==> config.mk <==
export PLATFORM = sky130hd
export DESIGN_NAME = chain_walk
export DESIGN_NICKNAME = d
export VERILOG_FILES = /design/src/rtl/chain_walk_pkg.sv /design/src/rtl/chain_walk_dp.sv /design/src/rtl/chain_walk_ctrl.sv /design/src/rtl/chain_walk.sv
export SDC_FILE = /design/constraint.sdc
export NUM_CORES = 1
export LEC_CHECK = 0
export BUFFER_PORTS_ARGS = -buffer_cell sky130_fd_sc_hd__buf_2
export CAP_MARGIN = 25
export CORE_MARGIN = 4
export CORE_UTILIZATION = 35
export DETAILED_ROUTE_END_ITERATION = 7
export GPL_TIMING_DRIVEN = 0
export PLACE_DENSITY_LB_ADDON = 0.15
export SLEW_MARGIN = 10
export SYNTH_ARGS = -nofsm -noshare
export SYNTH_HDL_FRONTEND = slang
export SYNTH_SLANG_ARGS = --single-unit
==> constraint.sdc <==
create_clock -name clk -period 4.64 [get_ports clk]
set_input_delay 0.696 -clock clk [delete_from_list [all_inputs] [get_ports clk]]
set_output_delay 0.696 -clock clk [all_outputs]
set_load 0.02 [all_outputs]
==> src/rtl/chain_walk_pkg.sv <==
package chain_walk_pkg;

  typedef enum logic [2:0] {
    ST_IDLE,
    ST_CHECK,
    ST_HDR,
    ST_PREQ,
    ST_PDAT,
    ST_OUT,
    ST_LINK
  } walkState_t;

  // strobes from control to datapath
  typedef struct packed {
    logic ldStart;
    logic hdrSel;
    logic ldHdr;
    logic reqWord;
    logic ldWord;
    logic takeWord;
    logic stepLink;
    logic setLoop;
  } dpCtrl_t;

  // conditions from datapath to control
  typedef struct packed {
    logic endFlag;
    logic hdrEmpty;
    logic lastWord;
    logic hitCkpt;
  } dpStat_t;

endpackage

==> src/rtl/chain_walk_dp.sv <==
module chain_walk_dp
  import chain_walk_pkg::*;
#(
  parameter int ADDR_W     = 24,
  parameter int LEN_W      = 8,
  parameter int MEM_AW     = 19,
  parameter int CYC_W      = 32,
  parameter int CNT_W      = 16,
  parameter int LIMIT_INIT = 32,
  parameter int NODE_COST  = 10,
  parameter int PAY_COST   = 5,
  localparam int DATA_W    = LEN_W + ADDR_W
) (
  input  logic              clk,
  input  logic              rstN,
  input  dpCtrl_t           ctl,
  output dpStat_t           stat,
  input  logic [ADDR_W-1:0] startAddr,
  output logic [MEM_AW-1:0] memAddr,
  input  logic [DATA_W-1:0] memRdata,
  output logic [DATA_W-1:0] outData,
  output logic              loopErr,
  output logic [CYC_W-1:0]  costOut
);

  localparam int END_BIT = ADDR_W - 1;
  localparam int BYTE_AW = MEM_AW + 2;

  logic [MEM_AW-1:0] nodeWord;
  logic              endReg;
  logic [ADDR_W-1:0] nextAddr;
  logic [ADDR_W-1:0] ckptAddr;
  logic [CNT_W-1:0]  nodeCnt;
  logic [CNT_W-1:0]  limitCnt;
  logic [MEM_AW-1:0] wordPtr;
  logic [LEN_W-1:0]  remain;
  logic [DATA_W-1:0] holdData;
  logic              loopFlag;
  logic [CYC_W-1:0]  cost;

  logic [LEN_W-1:0]  hdrLen;
  logic [ADDR_W-1:0] hdrNext;
  logic [CYC_W-1:0]  nodeCharge;

  assign hdrLen  = memRdata[DATA_W-1 -: LEN_W];
  assign hdrNext = memRdata[ADDR_W-1:0];

  always_comb begin
    nodeCharge = CYC_W'(NODE_COST);
    if (hdrLen != '0)
      nodeCharge = nodeCharge + CYC_W'(PAY_COST) + CYC_W'(hdrLen);
  end

  always_ff @(posedge clk) begin
    if (!rstN) begin
      nodeWord <= '0;
      endReg   <= 1'b0;
      nextAddr <= '0;
      ckptAddr <= '0;
      nodeCnt  <= '0;
      limitCnt <= CNT_W'(LIMIT_INIT);
      wordPtr  <= '0;
      remain   <= '0;
      holdData <= '0;
      loopFlag <= 1'b0;
      cost     <= '0;
    end else begin
      if (ctl.ldStart) begin
        nodeWord <= startAddr[BYTE_AW-1:2];
        endReg   <= startAddr[END_BIT];
        ckptAddr <= startAddr;
        nodeCnt  <= '0;
        limitCnt <= CNT_W'(LIMIT_INIT);
        loopFlag <= 1'b0;
        cost     <= '0;
      end
      if (ctl.ldHdr) begin
        nextAddr <= hdrNext;
        remain   <= hdrLen;
        wordPtr  <= nodeWord + MEM_AW'(1);
        cost     <= cost + nodeCharge;
      end
      if (ctl.reqWord)
        wordPtr <= wordPtr + MEM_AW'(1);
      if (ctl.ldWord)
        holdData <= memRdata;
      if (ctl.takeWord)
        remain <= remain - LEN_W'(1);
      if (ctl.stepLink) begin
        if (nodeCnt == limitCnt) begin
          ckptAddr <= nextAddr;
          limitCnt <= limitCnt << 1;
        end
        nodeCnt  <= nodeCnt + CNT_W'(1);
        nodeWord <= nextAddr[BYTE_AW-1:2];
        endReg   <= nextAddr[END_BIT];
      end
      if (ctl.setLoop)
        loopFlag <= 1'b1;
    end
  end

  assign memAddr       = ctl.hdrSel ? nodeWord : wordPtr;
  assign stat.endFlag  = endReg;
  assign stat.hdrEmpty = (hdrLen == '0);
  assign stat.lastWord = (remain == LEN_W'(1));
  assign stat.hitCkpt  = (nextAddr == ckptAddr);
  assign outData       = holdData;
  assign loopErr       = loopFlag;
  assign costOut       = cost;

endmodule

==> src/rtl/chain_walk_ctrl.sv <==
module chain_walk_ctrl
  import chain_walk_pkg::*;
(
  input  logic    clk,
  input  logic    rstN,
  input  logic    start,
  input  logic    outReady,
  input  dpStat_t stat,
  output dpCtrl_t ctl,
  output logic    memReq,
  output logic    outValid,
  output logic    busy,
  output logic    walkDone
);

  walkState_t state, stateNext;
  logic       finish;
  logic       doneQ;

  always_comb begin
    stateNext = state;
    ctl       = '0;
    memReq    = 1'b0;
    finish    = 1'b0;
    unique case (state)
      ST_IDLE: begin
        if (start) begin
          ctl.ldStart = 1'b1;
          stateNext   = ST_CHECK;
        end
      end
      ST_CHECK: begin
        if (stat.endFlag) begin
          finish    = 1'b1;
          stateNext = ST_IDLE;
        end else begin
          ctl.hdrSel = 1'b1;
          memReq     = 1'b1;
          stateNext  = ST_HDR;
        end
      end
      ST_HDR: begin
        ctl.ldHdr = 1'b1;
        stateNext = stat.hdrEmpty ? ST_LINK : ST_PREQ;
      end
      ST_PREQ: begin
        ctl.reqWord = 1'b1;
        memReq      = 1'b1;
        stateNext   = ST_PDAT;
      end
      ST_PDAT: begin
        ctl.ldWord = 1'b1;
        stateNext  = ST_OUT;
      end
      ST_OUT: begin
        if (outReady) begin
          ctl.takeWord = 1'b1;
          if (stat.lastWord) begin
            stateNext = ST_LINK;
          end else begin
            ctl.reqWord = 1'b1;
            memReq      = 1'b1;
            stateNext   = ST_PDAT;
          end
        end
      end
      ST_LINK: begin
        if (stat.hitCkpt) begin
          ctl.setLoop = 1'b1;
          finish      = 1'b1;
          stateNext   = ST_IDLE;
        end else begin
          ctl.stepLink = 1'b1;
          stateNext    = ST_CHECK;
        end
      end
      default: stateNext = ST_IDLE;
    endcase
  end

  always_ff @(posedge clk) begin
    if (!rstN) begin
      state <= ST_IDLE;
      doneQ <= 1'b0;
    end else begin
      state <= stateNext;
      doneQ <= finish;
    end
  end

  assign outValid = (state == ST_OUT);
  assign busy     = (state != ST_IDLE);
  assign walkDone = doneQ;

endmodule

==> src/rtl/chain_walk.sv <==
module chain_walk
  import chain_walk_pkg::*;
#(
  parameter int ADDR_W     = 24,
  parameter int LEN_W      = 8,
  parameter int MEM_AW     = 19,
  parameter int CYC_W      = 32,
  parameter int CNT_W      = 16,
  parameter int LIMIT_INIT = 32,
  localparam int DATA_W    = LEN_W + ADDR_W
) (
  input  logic              clk,
  input  logic              rstN,
  input  logic              start,
  input  logic [ADDR_W-1:0] startAddr,
  output logic              memReq,
  output logic [MEM_AW-1:0] memAddr,
  input  logic [DATA_W-1:0] memRdata,
  output logic              outValid,
  input  logic              outReady,
  output logic [DATA_W-1:0] outData,
  output logic              busy,
  output logic              walkDone,
  output logic              loopErr,
  output logic [CYC_W-1:0]  costOut
);

  dpCtrl_t ctl;
  dpStat_t stat;

  chain_walk_ctrl u_ctrl (
    .clk      (clk),
    .rstN     (rstN),
    .start    (start),
    .outReady (outReady),
    .stat     (stat),
    .ctl      (ctl),
    .memReq   (memReq),
    .outValid (outValid),
    .busy     (busy),
    .walkDone (walkDone)
  );

  chain_walk_dp #(
    .ADDR_W     (ADDR_W),
    .LEN_W      (LEN_W),
    .MEM_AW     (MEM_AW),
    .CYC_W      (CYC_W),
    .CNT_W      (CNT_W),
    .LIMIT_INIT (LIMIT_INIT)
  ) u_dp (
    .clk       (clk),
    .rstN      (rstN),
    .ctl       (ctl),
    .stat      (stat),
    .startAddr (startAddr),
    .memAddr   (memAddr),
    .memRdata  (memRdata),
    .outData   (outData),
    .loopErr   (loopErr),
    .costOut   (costOut)
  );

endmodule

==> flow_metrics.py, run 1 <==
metrics = {
    "outcome": {
        "result_of_the_run": "completed",
    },
    "routing": {
        "dr_total_vias": 9971,
        "routed_wire_length_per_instance_um": 19.4,
        "iteration_0_drc_count_of_the_detailed_router": 959,
        "drtAntennaViolNets": 0,
        "detail_route.first_pass.iterations": 7,
        "route.detailed.drc": 0,
        "postRouteWirelength_um": 35100,
        "vias_per_std_cell": 5.52,
    },
    "synthesis": {
        "syn-num-nets": 1327,
        "synth_top_cells_by_area": "dfxtp_1, nand2_1, a21oi_1",
        "synth-edff-count": 0,
        "ys_async_sr_fraction_pct": 0,
        "synthesis.area_um2": 9860,
        "synth.ff_latch_count": 196,
        "synth_area_per_cell_um2": 7.88,
        "synth_top_area_cell": "dfxtp_1",
        "post_synth_inst_count": 1251,
        "post-synth-top-area-fraction_pct": 39.8,
        "synth-seq-area-share_pct": 39.8,
        "synth_flop_cell": "dfxtp_1",
        "post_synth_num_cell_types": 61,
        "yosysWarnings": 0,
    },
    "die": {
        "ioPinCount": 148,
        "floorplan.rows": 61,
        "fp.dieW_um": 176,
        "core_um2": 27800,
        "initial_cell_density_of_the_core_pct": 35.5,
        "fp.dieArea_um2": 30900,
        "die_height_um": 176,
    },
    "clocking": {
        "cts_htree_levels": 4,
        "ctsHoldBuffers": 0,
        "clk_latency_ns": 0.46,
        "tritoncts_clock_tree": "built",
        "path_clk_slew_ns": 0.08,
        "clock-sinks": 196,
        "cts.root.buffer_cell": "clkbuf_16",
        "cts.path.max_buffers": 2,
        "cts_inserted_buffers": 17,
    },
    "timing": {
        "rsz0062_at_grt": "false",
        "final_critical_path_required_period_ns": 4.23,
        "timing_max_transition_violations_final": 0,
        "relSlewSlack_pct": 36.0,
        "final_setup_tns_ns": 0,
        "finalSetupViolCount": 0,
        "max_slew.worst_pin.slew_ns": 0.960,
        "finalClockSkew_ns": 0.0226,
        "timing_hold_violations_final": 0,
        "timing.final.crit_share_pct": 91.2,
        "fmax_ghz": 0.236,
    },
    "cells_and_area": {
        "antenna_cells": 0,
        "areaGrowthSynthToFinish_pct": 18.7,
        "nets": 1492,
        "filler_free_cell_count_of_the_finished_design": 1807,
        "final_layout_size_suffix_gt1_share_pct": 15.0,
        "num-fill-cells": 2969,
    },
    "critical_path": {
        "worst_setup_path_start_kind": "register",
        "worstPathRequired_ns": 5.02,
        "regToRegSetupSlack_ns": 0.41,
        "worst-setup-path-type": "reg2reg",
        "worst_ep_arrival_time_ns": 4.61,
        "setup.worst_path.end_class": "register",
        "cp_max_fo": 10,
    },
    "global_route": {
        "grt_pass1_vias": 9347,
        "antenna_violations_before_repair": 0,
        "grt.busiest_layer": "met2",
        "m1_gr_usage_pct": 31.1,
        "wire_length_of_the_first_global_routing_pass_um": 53800,
        "grt_start_max_net_pins": 23,
        "all_layer_global_routing_usage_pct": 22.2,
        "met3_demand_to_capacity_share_in_global_routing_pct": 4.28,
        "gr-usage-met2_pct": 35.6,
        "grt_overflow_total": 0,
    },
    "placement": {
        "dp_cells": 1775,
        "io_buffers": 144,
        "place.gp.congestion": 0.870,
        "dp_hpwl_um": 26500,
    },
    "power_and_ir_drop": {
        "power.leakage_nw": 4.55,
        "vdd_drop_max_v": 0.000206,
        "cellPowerDensity_nw_per_um2": 325,
    },
    "hold_path": {
        "worst_hold_path_type": "reg2reg",
    },
    "job": {
        "cap_violations": 0,
    },
}
==> area by class of cell <==
class,instances,area [um2],area share [%]
well taps,378,473,4.04
clock buffers,17,425,3.64
plain buffers,90,347,2.96
clock inverters,15,189,1.62
flip-flops and latches,196,3920,33.5
repair buffers,148,754,6.45
inverters,22,82.6,0.706
multi-input cells,941,5500,47.0
==> critical path: stages, from the launching register on <==
cell and delay, ns:
dfxtp_1 0.30, clkbuf_1 0.18, and3b_2 0.36, nand2_1 0.17
o21ai_1 0.21, buf_2 0.27, buf_2 0.27, buf_2 0.29
nand2_1 0.08, nand2_1 0.07, ha_1 0.22, and3_1 0.17
clkbuf_1 0.23, nand4_1 0.24, nor2_2 0.22, nand4_1 0.19
a22oi_1 0.25, mux2_2 0.35, o21ai_0 0.06
==> path summary, 6_finish.rpt <==
check	from	depth (start not counted)	endpoint
worst max register to register	u_ctrl.state[1]$_SDFFE_PN0P_	18	u_dp.wordPtr[18]$_SDFFE_PN0P_
worst max-delay path	u_ctrl.state[1]$_SDFFE_PN0P_	18	u_dp.wordPtr[18]$_SDFFE_PN0P_
worst min register to register	u_dp.outData[22]$_SDFFE_PN0N_	2	u_dp.outData[22]$_SDFFE_PN0N_
worst min-delay path	u_dp.outData[22]$_SDFFE_PN0N_	2	u_dp.outData[22]$_SDFFE_PN0N_
==> cells in the mapped netlist (4+ instances only) <==
master,instances
or4_1,8
a221oi_1,22
o311ai_0,4
buf_2,6
o32a_1,4
nor3_1,20
a31oi_1,16
o31ai_1,10
inv_1,22
buf_1,8
mux2i_1,6
mux2_2,19
nor2_1,102
nand2b_1,4
nand2_1,195
nor2b_1,4
and2_1,5
ha_1,15
nor4_1,15
a21oi_1,143
o211ai_1,10
a21o_1,4
a211oi_1,33
dfxtp_1,196
or3_1,14
nand3_1,56
o21a_1,6
o31a_1,4
nand4_1,27
xor2_1,20
o21ai_0,35
and3_1,43
xnor2_1,32
nand3b_1,17
o41ai_1,7
clkbuf_1,78
==> registers in the layout (all words and copies together) (netlist names) <==
name,count
u_dp.costOut,32
u_dp.nodeCnt,16
u_dp.nextAddr,24
u_dp.limitCnt,16
u_dp.wordPtr,19
u_dp.ckptAddr,24
u_dp.nodeWord,19
u_dp.loopErr,1
u_dp.outData,32
u_dp.endReg,1
u_dp.remain,8
u_ctrl.walkDone,1
u_ctrl.state,3
==> cell usage in the layout (no fill, tap or decap), types with 5 or more instances in the layout <==
| master | netlist | routed |
|---|---|---|
| nor4_1 | 15 | 15 |
| xor2_1 | 20 | 20 |
| mux2_2 | 19 | 19 |
| nor2_1 | 102 | 101 |
| or3_1 | 14 | 14 |
| clkbuf_1 | 78 | 77 |
| or4_1 | 8 | 8 |
| and3_1 | 43 | 43 |
| buf_1 | 8 | 8 |
| a211oi_1 | 33 | 33 |
| buf_2 | 6 | 148 |
| o41ai_1 | 7 | 7 |
| inv_1 | 22 | 22 |
| clkbuf_16 | 0 | 17 |
| nand3_1 | 56 | 56 |
| a221oi_1 | 22 | 22 |
| a31oi_1 | 16 | 16 |
| xnor2_1 | 32 | 32 |
| mux2i_1 | 6 | 6 |
| o21ai_0 | 35 | 35 |
| nand3b_1 | 17 | 17 |
| ha_1 | 15 | 15 |
| and2_1 | 5 | 5 |
| o21a_1 | 6 | 6 |
| o31ai_1 | 10 | 10 |
| dfxtp_1 | 196 | 196 |
| a21oi_1 | 143 | 143 |
| nand2_1 | 195 | 195 |
| inv_6 | 0 | 5 |
| nand4_1 | 27 | 27 |
| nor3_1 | 20 | 20 |
| o211ai_1 | 10 | 10 |
==> metal layers <==
layer	wire length [um]	vias to the layer above
met3	2350	37
li1	-	4845
met4	557	0
met5	0	-
met1	16100	4741
met2	16100	348
==> cells by family (layout without fill, tap and decap cells) <==
kind of cell	count (synthesis)	count (layout)	share of synthesized area, %
compound gates	320	320	20.4
xor+xnor	52	52	4.62
fa+ha+maj	16	16	2.11
buf+inv	114	292	4.42
flops	196	196	39.8
mux	25	25	2.78
simple gates	528	528	25.9
==> through the flow <==
step / setup WS, ns / area, um2 / power [mW] / hold WS [ns] / utilization [%]
3_5_place_dp: 0.238 / 11100 / 2.28 / 0.445 / 39.8
5_1_grt: 0.117 / 11700 / 3.94 / 0.475 / 42.1
2_1_floorplan: 0.956 / 9860 / 2.09 / 0.434 / -
3_3_place_gp: 0.143 / 11100 / 2.28 / 0.439 / 39.8
4_1_cts: 0.186 / 11700 / 3.82 / 0.457 / 42.1
6_report: 0.408 / 11700 / 3.80 / 0.454 / 42.1
==> power breakdown <==
part	switching, mW	total (mW)	internal (mW)
sequential	0.0568	1.79	1.73
clock	0.806	1.55	0.744
combinational	0.300	0.460	0.160
==> what timing repair did <==
| item | 4_1_cts | 5_1_grt |
|---|---|---|
| setup buffers | 0 | 1 |
| endpoints found under the setup margin | 0 | 2 |
| gates resized for setup | 0 | 3 |
No activity file was read; power rests on OpenSTA's default activity.
==> run 2: changes to the inputs <==
Settings changed: CORE_MARGIN 4 to unset, PLACE_DENSITY_LB_ADDON 0.15 to 0.08.
==> flow_metrics.py, run 2 (same netlist as run 1, synthesis figures left out) <==
metrics = {
    "routing": {
        "detail_route.first_pass.iterations": 7,
        "routed_wire_length_per_instance_um": 19.7,
        "postRouteWirelength_um": 35600,
        "route.detailed.drc": 0,
        "drtAntennaViolNets": 0,
        "dr_total_vias": 10000,
        "iteration_0_drc_count_of_the_detailed_router": 886,
        "vias_per_std_cell": 5.55,
    },
    "die": {
        "ioPinCount": 148,
        "fp.dieArea_um2": 28800,
        "initial_cell_density_of_the_core_pct": 35.6,
        "die_height_um": 170,
        "core_um2": 27700,
        "fp.dieW_um": 170,
        "floorplan.rows": 61,
    },
    "power_and_ir_drop": {
        "comb_power_share_pct": 12.0,
        "power.share.switching_pct": 31.0,
        "power.leakage_nw": 4.54,
        "power_share_of_the_clock_group_pct": 41.2,
        "cellPowerDensity_nw_per_um2": 326,
        "power_report.internal_total_mw": 2.63,
        "netSwitchingPower_mw": 1.18,
        "vdd_drop_max_v": 0.000267,
        "seq_power_share_pct": 46.8,
    },
    "global_route": {
        "wire_length_of_the_first_global_routing_pass_um": 54300,
        "grt_start_max_net_pins": 23,
        "gr-usage-met2_pct": 40.1,
        "grt.busiest_layer": "met2",
        "met3_demand_to_capacity_share_in_global_routing_pct": 4.37,
        "grt_overflow_total": 0,
        "antenna_violations_before_repair": 0,
        "m1_gr_usage_pct": 34.4,
        "grt_pass1_vias": 9318,
        "all_layer_global_routing_usage_pct": 24.8,
    },
    "clocking": {
        "cts.root.buffer_cell": "clkbuf_16",
        "path_clk_slew_ns": 0.09,
        "clock-sinks": 196,
        "clk_latency_ns": 0.46,
        "tritoncts_clock_tree": "built",
        "cts_inserted_buffers": 17,
        "cts_htree_levels": 4,
        "cts.path.max_buffers": 2,
    },
    "cells_and_area": {
        "nets": 1491,
        "filler_free_cell_count_of_the_finished_design": 1806,
        "final_layout_size_suffix_gt1_share_pct": 15.0,
        "areaGrowthSynthToFinish_pct": 18.7,
        "utilization_pct": 42.2,
        "layout_common_cells": "dfxtp_1, nand2_1, buf_2",
        "antenna_cells": 0,
        "layout.cells.most_common": "dfxtp_1",
    },
    "critical_path": {
        "crit_path_top_delay_cell": "and3b_2",
        "worst_ep_arrival_time_ns": 4.56,
        "crit_buf_inv": 5,
        "reg2regPathDepth": 18,
        "crit_chain": "clkbuf_1 -> and3b_2 -> nand2_1 -> o21ai_1 -> buf_2 -> buf_2 -> buf_2 -> nand2_1 -> nand2_1 -> ha_1 -> and3_1 -> clkbuf_1 -> nand4_1 -> nor2_2 -> nand4_1 -> a22oi_2 -> mux2_2 -> o21ai_0",
        "critical_path_cell_count": 18,
        "cp_max_fo": 10,
        "worstPathRequired_ns": 5.02,
        "worst_setup_path_start_kind": "register",
        "setup.worst_path.end_class": "register",
        "crit_path_max_incr_delay_ns": 0.37,
        "critPathTopFamily": "simple AND/OR/NAND/NOR gates",
        "worst-setup-path-type": "reg2reg",
    },
    "outcome": {
        "result_of_the_run": "completed",
    },
    "placement": {
        "place.gp.congestion": 0.841,
        "dp_cells": 1773,
        "io_buffers": 144,
        "dp_hpwl_um": 26300,
    },
    "timing": {
        "timing_max_transition_violations_final": 0,
        "timing_hold_violations_final": 0,
        "rsz0062_at_grt": "false",
        "relSlewSlack_pct": 31.6,
        "finalSetupViolCount": 0,
        "max_slew.worst_pin.slew_ns": 1.02,
        "fmax_ghz": 0.239,
        "final_setup_tns_ns": 0,
        "finalClockSkew_ns": 0.0155,
        "final_critical_path_required_period_ns": 4.18,
        "timing.final.crit_share_pct": 90.1,
    },
    "hold_path": {
        "worst_hold_path_type": "reg2reg",
        "worstHoldPathCells": 2,
    },
    "job": {
        "cap_violations": 0,
    },
}
[run 2: timing repair]
item,CTS,global route
hold buffers,0,0
setup endpoints to repair,0,3
buffers inserted,0,2
gates resized for setup,0,4
[run 2: worst reg2reg max path, stage by stage, from the launching register on]
cell,delay (ns)
dfxtp_1,0.30
clkbuf_1,0.18
and3b_2,0.37
nand2_1,0.16
o21ai_1,0.21
buf_2,0.27
buf_2,0.28
buf_2,0.29
nand2_1,0.08
nand2_1,0.07
ha_1,0.22
and3_1,0.17
clkbuf_1,0.21
nand4_1,0.21
nor2_2,0.19
nand4_1,0.22
a22oi_2,0.26
mux2_2,0.35
o21ai_0,0.06
[run 2: final timing paths]
check | start | to | slack (ns)
max | u_ctrl.state[1]$_SDFFE_PN0P_ | u_dp.wordPtr[18]$_SDFFE_PN0P_ | 0.46
max reg2reg | u_ctrl.state[1]$_SDFFE_PN0P_ | u_dp.wordPtr[18]$_SDFFE_PN0P_ | 0.46
min reg2reg | u_dp.outData[5]$_SDFFE_PN0N_ | u_dp.outData[5]$_SDFFE_PN0N_ | 0.46
min | u_dp.outData[5]$_SDFFE_PN0N_ | u_dp.outData[5]$_SDFFE_PN0N_ | 0.46
[run 2: power groups by stage]
stage / Combinational (mW) / Clock [mW] / Sequential [mW]
finish: 0.460 / 1.57 / 1.79
global route: 0.504 / 1.67 / 1.79
CTS: 0.458 / 1.59 / 1.79
detailed placement: 0.456 / 0 / 1.83
global placement: 0.455 / 0 / 1.82
floorplan: 0.282 / 0 / 1.81
[run 2: final cells by class]
type / count / area, um2
plain buffers: 90 / 347
fillers: 2961 / 16000
inverters: 22 / 82.6
clock inverters: 15 / 191
well taps: 378 / 473
flip-flops and latches: 196 / 3920
multi-input cells: 941 / 5510
repair buffers: 147 / 751
clock buffers: 17 / 425
[run 2: per-layer routing]
layer  routed length [um]  up-vias  part of all wire (%)
li1                     -     4850                     -
met2                16600      290                    47
met1                16700     4851                    47
met4                  325        0                  0.91
met5                    0        -                     0
met3                 1970       24                   5.5
[run 2: through the flow]
stage	power (mW)	setup WS [ns]	instance area, um2	hold WS (ns)
floorplan	2.09	0.956	9860	0.434
finish	3.82	0.460	11700	0.457
global placement	2.28	0.160	11100	0.441
global route	3.97	0.0869	11700	0.462
detailed placement	2.28	0.137	11100	0.447
CTS	3.84	0.101	11700	0.460
==> run 3: changes to the inputs <==
Settings changed: RECOVER_POWER set to 100.
==> flow_metrics.py, run 3 (same netlist as run 1, synthesis figures left out) <==
metrics = {
    "cells_and_area": {
        "num-fill-cells": 2994,
        "areaGrowthSynthToFinish_pct": 17.4,
        "antenna_cells": 0,
        "ff_latch_area_um2": 3920,
        "layout_common_cells": "dfxtp_1, nand2_1, clkbuf_1",
        "multi_input_comb_area_um2": 5500,
        "layout.cells.most_common": "dfxtp_1",
        "nets": 1491,
        "final_layout_size_suffix_gt1_share_pct": 8.54,
    },
    "placement": {
        "io_buffers": 144,
        "place.gp.congestion": 0.841,
        "dp_hpwl_um": 26300,
    },
    "clocking": {
        "tritoncts_clock_tree": "built",
        "cts.root.buffer_cell": "clkbuf_16",
        "ctsHoldBuffers": 0,
        "clock-sinks": 196,
        "cts_htree_levels": 4,
        "clk_latency_ns": 0.46,
        "path_clk_slew_ns": 0.09,
        "cts.path.max_buffers": 2,
        "cts_inserted_buffers": 17,
    },
    "timing": {
        "finalClockSkew_ns": 0.0171,
        "timing_hold_violations_final": 0,
        "final_setup_tns_ns": 0,
        "finalSetupViolCount": 0,
        "timing.final.crit_share_pct": 91.4,
        "relSlewSlack_pct": 27.7,
        "rsz0062_at_grt": "false",
        "final_critical_path_required_period_ns": 4.24,
        "fmax_ghz": 0.236,
        "timing_max_transition_violations_final": 0,
        "max_slew.worst_pin.slew_ns": 1.07,
    },
    "critical_path": {
        "setup.worst_path.end_class": "register",
        "crit_buf_inv": 5,
        "worst_ep_arrival_time_ns": 4.62,
        "crit_start": "u_ctrl.state[1]$_SDFFE_PN0P_",
        "critPathTopFamily": "simple AND/OR/NAND/NOR gates",
        "crit_path_top_delay_cell": "and3b_2",
        "worstPathRequired_ns": 5.02,
        "worstReg2RegStart": "u_ctrl.state[1]$_SDFFE_PN0P_",
        "reg2regPathDepth": 18,
        "worst_setup_path_start_kind": "register",
        "worst-setup-path-type": "reg2reg",
        "crit_path_max_incr_delay_ns": 0.37,
        "regToRegSetupSlack_ns": 0.40,
        "cp_max_fo": 10,
        "crit_chain": "clkbuf_1 -> and3b_2 -> nand2_1 -> o21ai_1 -> buf_2 -> buf_2 -> buf_2 -> nand2_1 -> nand2_1 -> ha_1 -> and3_1 -> clkbuf_1 -> nand4_1 -> nor2_1 -> nand4_1 -> a22oi_2 -> mux2_2 -> o21ai_0",
        "worstReg2RegEnd": "u_dp.wordPtr[18]$_SDFFE_PN0P_",
    },
    "die": {
        "initial_cell_density_of_the_core_pct": 35.6,
        "fp.dieW_um": 170,
        "fp.dieArea_um2": 28800,
        "ioPinCount": 148,
        "die_height_um": 170,
        "core_um2": 27700,
        "floorplan.rows": 61,
    },
    "power_and_ir_drop": {
        "cellPowerDensity_nw_per_um2": 329,
        "power_consumption_mw": 3.81,
        "power.leakage_nw": 4.19,
        "vdd_drop_max_v": 0.000267,
    },
    "routing": {
        "postRouteWirelength_um": 35600,
        "detail_route.first_pass.iterations": 5,
        "drtAntennaViolNets": 0,
        "dr_total_vias": 10000,
        "routed_wire_length_per_instance_um": 19.7,
        "vias_per_std_cell": 5.55,
        "route.detailed.drc": 0,
        "iteration_0_drc_count_of_the_detailed_router": 868,
    },
    "global_route": {
        "all_layer_global_routing_usage_pct": 24.8,
        "grt_start_max_net_pins": 23,
        "grt_overflow_total": 0,
        "grt_pass1_vias": 9318,
        "wire_length_of_the_first_global_routing_pass_um": 54300,
        "antenna_violations_before_repair": 0,
    },
    "hold_path": {
        "worst_hold_launch": "u_dp.outData[4]$_SDFFE_PN0N_",
        "hold_end": "u_dp.outData[4]$_SDFFE_PN0N_",
        "worstHoldPathCells": 2,
        "worst_hold_path_type": "reg2reg",
    },
    "outcome": {
        "result_of_the_run": "completed",
    },
    "job": {
        "cap_violations": 0,
    },
}
[run 3: area by class of cell]
type | count | area share, %
multi-input combinational | 941 | 47.5
timing repair buffer | 147 | 5.45
clock inverter | 15 | 1.65
buffer | 90 | 2.99
clock buffer | 17 | 3.68
tap | 378 | 4.09
sequential | 196 | 33.9
inverter | 22 | 0.714
[run 3: worst max path at each step]
stage / to / slack, ns / cells after the start
floorplan: u_dp.wordPtr[18]$_SDFFE_PN0P_ / 0.96 / 17
global placement: u_dp.wordPtr[18]$_SDFFE_PN0P_ / 0.16 / 17
detailed placement: u_dp.wordPtr[18]$_SDFFE_PN0P_ / 0.14 / 17
CTS: u_dp.wordPtr[18]$_SDFFE_PN0P_ / 0.10 / 17
global route: u_dp.wordPtr[18]$_SDFFE_PN0P_ / 0.07 / 16
finish: u_dp.wordPtr[18]$_SDFFE_PN0P_ / 0.40 / 18
[run 3: per-layer routing]
layer  global-route usage [%]  routed length, um  share of wire [%]
met1                     34.4              16800                 47
met2                     40.1              16500                 46
met3                     4.37               1950                5.5
met4                     5.05                411                1.2
met5                        0                  0                  0
[run 3: report_power, final]
group	total (mW)	switching [mW]	internal, mW
clock	1.57	0.823	0.745
sequential	1.79	0.0573	1.73
combinational	0.453	0.301	0.153
[run 3: worst register-to-register path: stages, from the launching register on]
cell and delay (ns):
dfxtp_1 0.30, clkbuf_1 0.18, and3b_2 0.37, nand2_1 0.17, o21ai_1 0.22, buf_2 0.28, buf_2 0.29, buf_2 0.29
nand2_1 0.08, nand2_1 0.07, ha_1 0.22, and3_1 0.17, clkbuf_1 0.22, nand4_1 0.19, nor2_1 0.21, nand4_1 0.23
a22oi_2 0.26, mux2_2 0.35, o21ai_0 0.06
[run 3: what timing repair did]
| item | 4_1_cts | 5_1_grt |
|---|---|---|
| buffers inserted | 0 | 2 |
| resized for setup | 0 | 4 |
| endpoints found under the setup margin | 0 | 3 |
[run 3: through the flow]
step,instances,hold WS [ns],area [um2],util (%),setup WS [ns]
after detailed placement,1773,0.447,11100,39.9,0.137
after floorplan,1251,0.434,9860,-,0.956
after global routing,1806,0.462,11600,41.8,0.0660
after CTS,1805,0.460,11700,42.1,0.101
after global placement,1773,0.441,11100,39.9,0.160
final,1806,0.461,11600,41.8,0.400
